[config.mk]
export PLATFORM = sky130hd
export DESIGN_NAME = mcopy_engine
export DESIGN_NICKNAME = d
export VERILOG_FILES = /design/src/rtl/mcopy_pkg.sv /design/src/rtl/mcopy_fifo.sv /design/src/rtl/mcopy_xform.sv /design/src/rtl/mcopy_rd_master.sv /design/src/rtl/mcopy_wr_master.sv /design/src/rtl/mcopy_engine.sv
export SDC_FILE = /design/constraint.sdc
export NUM_CORES = 2
export LEC_CHECK = 0
export BUFFER_PORTS_ARGS = -buffer_cell sky130_fd_sc_hd__buf_2
export CELL_PAD_IN_SITES_DETAIL_PLACEMENT = 0
export CELL_PAD_IN_SITES_GLOBAL_PLACEMENT = 1
export CORE_MARGIN = 2
export CORE_UTILIZATION = 45
export DETAILED_ROUTE_END_ITERATION = 12
export PLACE_DENSITY_LB_ADDON = 0.05
export SLEW_MARGIN = 25
export SYNTH_ARGS = -nofsm -noshare
export SYNTH_HDL_FRONTEND = slang
export SYNTH_SLANG_ARGS = --single-unit
[constraint.sdc]
create_clock -name clk_i -period 6.1 [get_ports clk_i]
set_input_delay 1.22 -clock clk_i [delete_from_list [all_inputs] [get_ports clk_i]]
set_output_delay 1.22 -clock clk_i [all_outputs]
set_load 0.02 [all_outputs]
[src/rtl/mcopy_pkg.sv]
package mcopy_pkg;
  typedef enum logic [1:0] {
    REG_SRC_BEG = 2'd0,
    REG_SRC_END = 2'd1,
    REG_DST     = 2'd2,
    REG_CTRL    = 2'd3
  } reg_sel_e;

  localparam int CTRL_START_BIT = 0;
endpackage

[src/rtl/mcopy_fifo.sv]
module mcopy_fifo #(
  parameter int DW    = 32,
  parameter int DEPTH = 16,
  localparam int CW   = $clog2(DEPTH + 1),
  localparam int PW   = (DEPTH > 1) ? $clog2(DEPTH) : 1
) (
  input  logic          clk_i,
  input  logic          rst_ni,
  input  logic          push_i,
  input  logic [DW-1:0] data_i,
  input  logic          pop_i,
  output logic [DW-1:0] data_o,
  output logic [CW-1:0] used_o
);
  logic [DW-1:0] mem_q [DEPTH];
  logic [PW-1:0] wp_q, rp_q;
  logic [CW-1:0] used_q;

  function automatic logic [PW-1:0] nxt(input logic [PW-1:0] p);
    return (p == PW'(DEPTH - 1)) ? '0 : p + PW'(1);
  endfunction

  always_ff @(posedge clk_i or negedge rst_ni) begin
    if (!rst_ni) begin
      wp_q   <= '0;
      rp_q   <= '0;
      used_q <= '0;
    end else begin
      if (push_i) wp_q <= nxt(wp_q);
      if (pop_i)  rp_q <= nxt(rp_q);
      case ({push_i, pop_i})
        2'b10:   used_q <= used_q + CW'(1);
        2'b01:   used_q <= used_q - CW'(1);
        default: ;
      endcase
    end
  end

  always_ff @(posedge clk_i) begin
    if (push_i) mem_q[wp_q] <= data_i;
  end

  // fall-through: head word visible whenever used_o != 0
  assign data_o = mem_q[rp_q];
  assign used_o = used_q;


  fifo_no_overflow_chk: assert property (@(posedge clk_i) disable iff (!rst_ni)
    push_i |-> (used_q != CW'(DEPTH) || pop_i));

  fifo_no_underflow_chk: assert property (@(posedge clk_i) disable iff (!rst_ni)
    pop_i |-> used_q != '0);
endmodule

[src/rtl/mcopy_xform.sv]
module mcopy_xform #(
  parameter int DW = 32
) (
  input  logic [DW-1:0] word_i,
  output logic [DW-1:0] word_o
);
  localparam int LO = 8;
  localparam int HI = 23;
  localparam int NR = HI - LO + 1;

  for (genvar k = 0; k < NR; k++) begin : g_rev
    assign word_o[LO+k] = word_i[HI-k];
  end
  assign word_o[LO-1:0]    = word_i[LO-1:0];
  assign word_o[DW-1:HI+1] = word_i[DW-1:HI+1];
endmodule

[src/rtl/mcopy_rd_master.sv]
module mcopy_rd_master #(
  parameter int AW    = 32,
  parameter int BURST = 8,
  parameter int DEPTH = 16,
  localparam int PW   = AW - 2,
  localparam int NW   = AW - 1,
  localparam int LW   = $clog2(BURST + 1),
  localparam int CW   = $clog2(DEPTH + 1),
  localparam int RW   = CW + 1
) (
  input  logic          clk_i,
  input  logic          rst_ni,
  input  logic          start_i,
  input  logic [PW-1:0] base_w_i,
  input  logic [NW-1:0] words_i,
  input  logic [CW-1:0] used_a_i,
  input  logic [CW-1:0] used_b_i,
  output logic          req_valid_o,
  input  logic          req_ready_i,
  output logic [AW-1:0] req_addr_o,
  output logic [LW-1:0] req_len_o,
  input  logic          rsp_valid_i
);
  logic [NW-1:0] left_q;
  logic [PW-1:0] ptr_q;
  logic [CW-1:0] out_q;
  logic          req_q;
  logic [AW-1:0] addr_q;
  logic [LW-1:0] len_q;
  logic [LW-1:0] blen;
  logic [RW-1:0] room_a, room_b;
  logic          launch;

  assign blen   = (left_q < NW'(BURST)) ? LW'(left_q) : LW'(BURST);
  assign room_a = RW'(DEPTH) - RW'(used_a_i) - RW'(out_q);
  assign room_b = RW'(DEPTH) - RW'(used_b_i);
  // outstanding words are reserved in FIFO A at launch time
  assign launch = !req_q && (left_q != '0) && (room_a >= RW'(blen)) && (room_b >= RW'(blen));

  always_ff @(posedge clk_i or negedge rst_ni) begin
    if (!rst_ni) begin
      left_q <= '0;
      ptr_q  <= '0;
      out_q  <= '0;
      req_q  <= 1'b0;
      addr_q <= '0;
      len_q  <= '0;
    end else begin
      out_q <= out_q + (launch ? CW'(blen) : CW'(0)) - (rsp_valid_i ? CW'(1) : CW'(0));
      if (start_i) begin
        left_q <= words_i;
        ptr_q  <= base_w_i;
      end else if (launch) begin
        left_q <= left_q - NW'(blen);
        ptr_q  <= ptr_q + PW'(blen);
      end
      if (launch) begin
        req_q  <= 1'b1;
        addr_q <= {ptr_q, 2'b00};
        len_q  <= blen;
      end else if (req_q && req_ready_i) begin
        req_q <= 1'b0;
      end
    end
  end

  assign req_valid_o = req_q;
  assign req_addr_o  = addr_q;
  assign req_len_o   = len_q;


  rd_reserve_chk: assert property (@(posedge clk_i) disable iff (!rst_ni)
    (RW'(used_a_i) + RW'(out_q)) <= RW'(DEPTH));

  rd_rsp_expected_chk: assert property (@(posedge clk_i) disable iff (!rst_ni)
    rsp_valid_i |-> out_q != '0);

  rd_req_stable_chk: assert property (@(posedge clk_i) disable iff (!rst_ni)
    req_valid_o && !req_ready_i |=> req_valid_o && $stable(req_addr_o) && $stable(req_len_o));
endmodule

[src/rtl/mcopy_wr_master.sv]
module mcopy_wr_master #(
  parameter int AW    = 32,
  parameter int BURST = 8,
  parameter int DEPTH = 16,
  localparam int PW   = AW - 2,
  localparam int NW   = AW - 1,
  localparam int LW   = $clog2(BURST + 1),
  localparam int CW   = $clog2(DEPTH + 1),
  localparam int RW   = CW + 1
) (
  input  logic          clk_i,
  input  logic          rst_ni,
  input  logic          start_i,
  input  logic [PW-1:0] base_w_i,
  input  logic [NW-1:0] words_i,
  input  logic [CW-1:0] used_b_i,
  output logic          pop_o,
  output logic          cmd_valid_o,
  input  logic          cmd_ready_i,
  output logic [AW-1:0] cmd_addr_o,
  output logic [LW-1:0] cmd_len_o,
  output logic          dat_valid_o,
  input  logic          dat_ready_i,
  output logic          last_o
);
  logic [NW-1:0] left_q;
  logic [PW-1:0] ptr_q;
  logic          cmd_q;
  logic [AW-1:0] addr_q;
  logic [LW-1:0] len_q;
  logic [LW-1:0] cnt_q;
  logic [LW-1:0] blen;
  logic          launch;

  assign blen   = (left_q < NW'(BURST)) ? LW'(left_q) : LW'(BURST);
  assign launch = !cmd_q && (cnt_q == '0) && (left_q != '0) && (RW'(used_b_i) >= RW'(blen));

  assign dat_valid_o = (cnt_q != '0);
  assign pop_o       = dat_valid_o && dat_ready_i;
  assign last_o      = pop_o && (left_q == NW'(1));

  always_ff @(posedge clk_i or negedge rst_ni) begin
    if (!rst_ni) begin
      left_q <= '0;
      ptr_q  <= '0;
      cmd_q  <= 1'b0;
      addr_q <= '0;
      len_q  <= '0;
      cnt_q  <= '0;
    end else begin
      if (start_i) begin
        left_q <= words_i;
        ptr_q  <= base_w_i;
      end else begin
        if (launch) ptr_q  <= ptr_q + PW'(blen);
        if (pop_o)  left_q <= left_q - NW'(1);
      end
      if (launch) begin
        cmd_q  <= 1'b1;
        addr_q <= {ptr_q, 2'b00};
        len_q  <= blen;
      end else if (cmd_q && cmd_ready_i) begin
        cmd_q <= 1'b0;
        cnt_q <= len_q;
      end else if (pop_o) begin
        cnt_q <= cnt_q - LW'(1);
      end
    end
  end

  assign cmd_valid_o = cmd_q;
  assign cmd_addr_o  = addr_q;
  assign cmd_len_o   = len_q;


  wr_fill_chk: assert property (@(posedge clk_i) disable iff (!rst_ni)
    cmd_valid_o |-> RW'(used_b_i) >= RW'(cmd_len_o));

  wr_data_avail_chk: assert property (@(posedge clk_i) disable iff (!rst_ni)
    dat_valid_o |-> used_b_i != '0);

  wr_cmd_stable_chk: assert property (@(posedge clk_i) disable iff (!rst_ni)
    cmd_valid_o && !cmd_ready_i |=> cmd_valid_o && $stable(cmd_addr_o) && $stable(cmd_len_o));
endmodule

[src/rtl/mcopy_engine.sv]
module mcopy_engine
  import mcopy_pkg::*;
#(
  parameter int AW    = 32,
  parameter int DW    = 32,
  parameter int BURST = 8,
  parameter int DEPTH = 16,
  localparam int LW   = $clog2(BURST + 1)
) (
  input  logic          clk_i,
  input  logic          rst_ni,
  input  logic          reg_we_i,
  input  logic [1:0]    reg_addr_i,
  input  logic [AW-1:0] reg_wdata_i,
  output logic [AW-1:0] reg_rdata_o,
  output logic          rd_req_valid_o,
  input  logic          rd_req_ready_i,
  output logic [AW-1:0] rd_req_addr_o,
  output logic [LW-1:0] rd_req_len_o,
  input  logic          rd_rsp_valid_i,
  input  logic [DW-1:0] rd_rsp_data_i,
  output logic          wr_req_valid_o,
  input  logic          wr_req_ready_i,
  output logic [AW-1:0] wr_req_addr_o,
  output logic [LW-1:0] wr_req_len_o,
  output logic          wr_dat_valid_o,
  input  logic          wr_dat_ready_i,
  output logic [DW-1:0] wr_dat_o,
  output logic          done_o
);
  localparam int PW = AW - 2;
  localparam int NW = AW - 1;
  localparam int CW = $clog2(DEPTH + 1);

  logic [AW-1:0] src_beg_q, src_end_q, dst_q;
  logic          busy_q, done_q;
  logic [PW-1:0] beg_w, end_w;
  logic [NW-1:0] span;
  logic          start_req, accept, go;
  logic [CW-1:0] used_a, used_b;
  logic [DW-1:0] head_a, xf_word;
  logic          xfer, pop_b, wr_last;

  assign beg_w = src_beg_q[AW-1:2];
  assign end_w = src_end_q[AW-1:2];
  assign span  = (end_w >= beg_w) ? NW'(end_w - beg_w) + NW'(1) : '0;

  assign start_req = reg_we_i && (reg_sel_e'(reg_addr_i) == REG_CTRL) && reg_wdata_i[CTRL_START_BIT];
  assign accept    = start_req && !busy_q;
  assign go        = accept && (span != '0);

  always_ff @(posedge clk_i or negedge rst_ni) begin
    if (!rst_ni) begin
      src_beg_q <= '0;
      src_end_q <= '0;
      dst_q     <= '0;
      busy_q    <= 1'b0;
      done_q    <= 1'b0;
    end else begin
      if (reg_we_i) begin
        unique case (reg_sel_e'(reg_addr_i))
          REG_SRC_BEG: src_beg_q <= reg_wdata_i;
          REG_SRC_END: src_end_q <= reg_wdata_i;
          REG_DST:     dst_q     <= reg_wdata_i;
          default:     ;
        endcase
      end
      if (accept) begin
        busy_q <= (span != '0);
        done_q <= (span == '0);
      end else if (wr_last) begin
        busy_q <= 1'b0;
        done_q <= 1'b1;
      end
    end
  end

  always_comb begin
    unique case (reg_sel_e'(reg_addr_i))
      REG_SRC_BEG: reg_rdata_o = src_beg_q;
      REG_SRC_END: reg_rdata_o = src_end_q;
      REG_DST:     reg_rdata_o = dst_q;
      default:     reg_rdata_o = {{(AW-2){1'b0}}, done_q, busy_q};
    endcase
  end

  assign done_o = done_q;

  mcopy_rd_master #(.AW(AW), .BURST(BURST), .DEPTH(DEPTH)) u_rd (
    .clk_i       (clk_i),
    .rst_ni      (rst_ni),
    .start_i     (go),
    .base_w_i    (beg_w),
    .words_i     (span),
    .used_a_i    (used_a),
    .used_b_i    (used_b),
    .req_valid_o (rd_req_valid_o),
    .req_ready_i (rd_req_ready_i),
    .req_addr_o  (rd_req_addr_o),
    .req_len_o   (rd_req_len_o),
    .rsp_valid_i (rd_rsp_valid_i)
  );

  mcopy_fifo #(.DW(DW), .DEPTH(DEPTH)) u_fifo_a (
    .clk_i  (clk_i),
    .rst_ni (rst_ni),
    .push_i (rd_rsp_valid_i),
    .data_i (rd_rsp_data_i),
    .pop_i  (xfer),
    .data_o (head_a),
    .used_o (used_a)
  );

  // A's non-empty drives B's push directly, through the transform
  assign xfer = (used_a != '0) && (used_b != CW'(DEPTH));

  mcopy_xform #(.DW(DW)) u_xform (
    .word_i (head_a),
    .word_o (xf_word)
  );

  mcopy_fifo #(.DW(DW), .DEPTH(DEPTH)) u_fifo_b (
    .clk_i  (clk_i),
    .rst_ni (rst_ni),
    .push_i (xfer),
    .data_i (xf_word),
    .pop_i  (pop_b),
    .data_o (wr_dat_o),
    .used_o (used_b)
  );

  mcopy_wr_master #(.AW(AW), .BURST(BURST), .DEPTH(DEPTH)) u_wr (
    .clk_i       (clk_i),
    .rst_ni      (rst_ni),
    .start_i     (go),
    .base_w_i    (dst_q[AW-1:2]),
    .words_i     (span),
    .used_b_i    (used_b),
    .pop_o       (pop_b),
    .cmd_valid_o (wr_req_valid_o),
    .cmd_ready_i (wr_req_ready_i),
    .cmd_addr_o  (wr_req_addr_o),
    .cmd_len_o   (wr_req_len_o),
    .dat_valid_o (wr_dat_valid_o),
    .dat_ready_i (wr_dat_ready_i),
    .last_o      (wr_last)
  );


  zero_len_done_chk: assert property (@(posedge clk_i) disable iff (!rst_ni)
    accept && (span == '0) |=> done_o && !busy_q && !rd_req_valid_o);

  done_not_busy_chk: assert property (@(posedge clk_i) disable iff (!rst_ni)
    done_o |-> !busy_q && !wr_dat_valid_o);

  busy_start_ignored_chk: assert property (@(posedge clk_i) disable iff (!rst_ni)
    start_req && busy_q && !wr_last |=> busy_q);
endmodule

==> impl_metrics.toml <==
[status]
status = "completed"

[global_route]
use_met3_pct = 3.51
met2_usage_pct = 33.8
top_usage_layer = "met1"
globalRouteTotalUtil_pct = 23.3
grtUsageMet1_pct = 36.7
overflow = 0
antenna_found_initial = 23
first_global_vias = 34113
grt_first_pass_wirelength_um = 232000
grt_max_degree = 163

[floorplan]
die_height_um = 366
rows = 132
core_um2 = 130000
die_area_um2 = 134000
start_util_pct = 45.4
die_w_um = 366
io_pins = 213

[sta]
fin_skew_ns = 0.0209
timing.hold.ws_ns = 0.320
final-hold-violation-count = 0
fin_crit_ns = 5.43
setup_violations = 0
rsz0062_at_grt = "false"
fin_tns_setup_ns = 0
relSlewSlack_pct = 30.5
tightest_slew_ns = 1.04
max_freq_mhz = 184
post-route-period-util_pct = 89.1
finalMaxSlewViolations = 0

[worst_setup_path]
cp_max_fo = 48
cp_common_cell = "nand4_1"
cp_slowest_cell = "nor2_1"
arrival_ns = 6.04
path_cells = "nor4_1 > nand4_1 > nor3_1 > and2_1 > nand2_1 > ha_1 > nand3_1 > a21boi_0 > o41ai_1 > a31oi_1 > nand2_2 > buf_4 > nor2_1 > nand4_1 > xor2_1 > mux2i_1"
worst_r2r_startpoint = "u_rd.left_q[11]$_DFFE_PN0P_"
cp.required_ns = 6.71
end_kind = "register"
crit_type = "register to register"
critical_path.endpoint = "u_rd.ptr_q[16]$_DFFE_PN0P_"
cp-startpoint = "u_rd.left_q[11]$_DFFE_PN0P_"
critPathLaunchType = "register"
reg2regPathDepth = 16
slowest_delay_ns = 0.72
rrSetupSlack_ns = 0.67
worstReg2RegEnd = "u_rd.ptr_q[16]$_DFFE_PN0P_"

[cells_and_area]
syn_to_final_growth_pct = 13.9
layoutNonFillerInstCount = 6093
fin_nets = 4442
drive_gt1_share_pct = 19.3

[yosys]
yosysMostFrequentCell = "edfxtp_1"
postSynth.asyncResetShare_pct = 24.1
synthTopCellsByArea = "edfxtp_1, dfrtp_1, mux2i_1, mux4_2, mux2_2"
syn_area_per_cell_um2 = 14.9
ys_seq_area_share_pct = 65.9
synth.distinct_cells = 86
mappedNetlistArea_um2 = 59000
synthAdderAreaFrac_pct = 3.32
synthXorXnorAreaFrac_pct = 2.24
yosys.area.top_type = "edfxtp_1"
synth_compound_area_share_pct = 6.39
synth-simple-area-share_pct = 6.23
synth-edff-count = 1024
synth_top_family_by_area = "multiplexers"
ys_ff_latch = 1349
synthTopCellsByCount = "edfxtp_1, nand2_1, dfrtp_1"
synth.top_cell.area_share_pct = 52.1
ys.flop_type = "edfxtp_1"
synth_mux_area_share_pct = 13.7
yosysWarnings = 0
postSynthCellCount = 3962

[route]
drc_errors = 0
detail-route-antenna-nets = 0
first_pass_iters = 5
vias = 34453
post_drt_wl_per_cell_um = 25.6
vias_per_cell = 5.65
drt_iter0_drc = 3177
routed_wl_um = 156000

[power]
power.ir.vdd_worst_uv = 301
total_power_mw = 35.2
leakage_nw = 25.6
power_density_nw_per_um2 = 524

[placement]
gp_congestion = 0.846
dp_hpwl_um = 98900
dp_cells = 5816
io_buffer_count = 208

[clocking]
cts_tree = "yes"
postCtsSetupBuffers = 0
htreeDepth = 4
clk-insertion-delay-late_ns = 0.77
cts_inserted_buffers = 149
clk_pin_slew_worst_paths_ns = 0.06
clock_path_buffers = 3
clock_tree.root_cell = "clkbuf_16"
cts_sinks = 1349
ctsResizeCount = 0
cts-hold-fix-buffers = 0

[flow_run]
maxCapViolCount = 0

[min_path]
hold_class = "input pin to asynchronous set/reset pin"
==> sequential cells by signal, summed over array words and instances, names as in the netlist, 5 cells and up <==
signal / cells
dst_q: 32
src_beg_q: 32
src_end_q: 32
u_fifo_a.mem_q: 512
u_fifo_a.used_o: 5
u_fifo_b.mem_q: 512
u_fifo_b.used_o: 5
u_rd.left_q: 31
u_rd.out_q: 5
u_rd.ptr_q: 30
u_rd.req_addr_o: 30
u_wr.cmd_addr_o: 30
u_wr.left_q: 31
u_wr.ptr_q: 30
==> how the worst min path moves through the flow <==
| stage | from | to | slack, ns | cells after the start |
|---|---|---|---|---|
| after floorplan | u_rd.ptr_q[29]$_DFFE_PN0P_ | u_rd.req_addr_o[31]$_DFFE_PN0N_ | 0.46 | 2 |
| after global placement | u_rd.req_addr_o[11]$_DFFE_PN0N_ | u_rd.req_addr_o[11]$_DFFE_PN0N_ | 0.45 | 2 |
| after detailed placement | u_rd.req_addr_o[17]$_DFFE_PN0N_ | u_rd.req_addr_o[17]$_DFFE_PN0N_ | 0.46 | 2 |
| after CTS | rst_ni | u_fifo_b.rp_q[1]$_DFFE_PN0P_ | 0.28 | 1 |
| after global routing | rst_ni | u_fifo_b.rp_q[1]$_DFFE_PN0P_ | 0.30 | 1 |
| final | rst_ni | u_fifo_b.rp_q[1]$_DFFE_PN0P_ | 0.32 | 1 |
==> worst max-delay path, delay by kind of cell, from the launching register on <==
| kind | cells | cell delay (ns) |
|---|---|---|
| multiplexers | 1 | 0.20 |
| buffers and inverters | 1 | 0.31 |
| adder cells (fa/ha/maj) | 1 | 0.32 |
| XOR/XNOR | 1 | 0.33 |
| flip-flops | 1 | 0.42 |
| AO/OA/AOI/OAI | 3 | 0.70 |
| AND/OR/NAND/NOR | 9 | 2.98 |
==> where the power goes <==
group          internal [mW]  switching (mW)
sequential              12.8            1.17
combinational           4.34            8.14
clock                   5.13            3.65
==> per-stage QoR <==
stage | instance area [um2] | util [%] | setup WS (ns)
finish | 67200 | 51.7 | 0.667
global route | 67200 | 51.7 | 0.139
CTS | 67100 | 51.7 | 0.621
detailed placement | 62400 | 48.1 | 0.638
global placement | 62400 | 48.1 | 0.713
floorplan | 59000 | - | 1.64
==> metal layers <==
metal / up-vias / wire length (um)
met4: 12 / 2960
li1: 15603 / -
met2: 805 / 67900
met3: 209 / 7590
met1: 17824 / 77600
met5: - / 80
==> cells by family (layout without fill, tap and decap cells) <==
kind of cell	Yosys count	after routing
flops	1349	1349
other cells	2	12
simple gates	771	771
mux	620	620
buf+inv	323	702
fa+ha+maj	144	144
xor+xnor	151	151
compound gates	602	602
==> placed cells by master, fill, tap and decap left out, drive strengths merged, types with 30 or more instances in the layout <==
master and n:
and2 30, dfrtp 325, inv 145, nand4 30, mux2i 312, xnor2 88
buf 293, nor2 83, mux4 130, mux2 178, nor3 51, clkbuf 210
a221oi 66, nand3 52, edfxtp 1024, ha 123, a21oi 120, nand2 379
clkinv 44, xor2 63, a22oi 65, o21ai 238
==> cell type report <==
| cell class | count | area (um2) |
|---|---|---|
| fill | 11088 | 62700 |
| sequential | 1349 | 38900 |
| clock inverter | 60 | 533 |
| tap | 1742 | 2180 |
| clock buffer | 210 | 4220 |
| inverter | 139 | 522 |
| antenna | 7 | 17.5 |
| timing repair buffer | 293 | 1810 |
| multi-input combinational | 2293 | 19000 |
(Power assumes the default switching activity.)
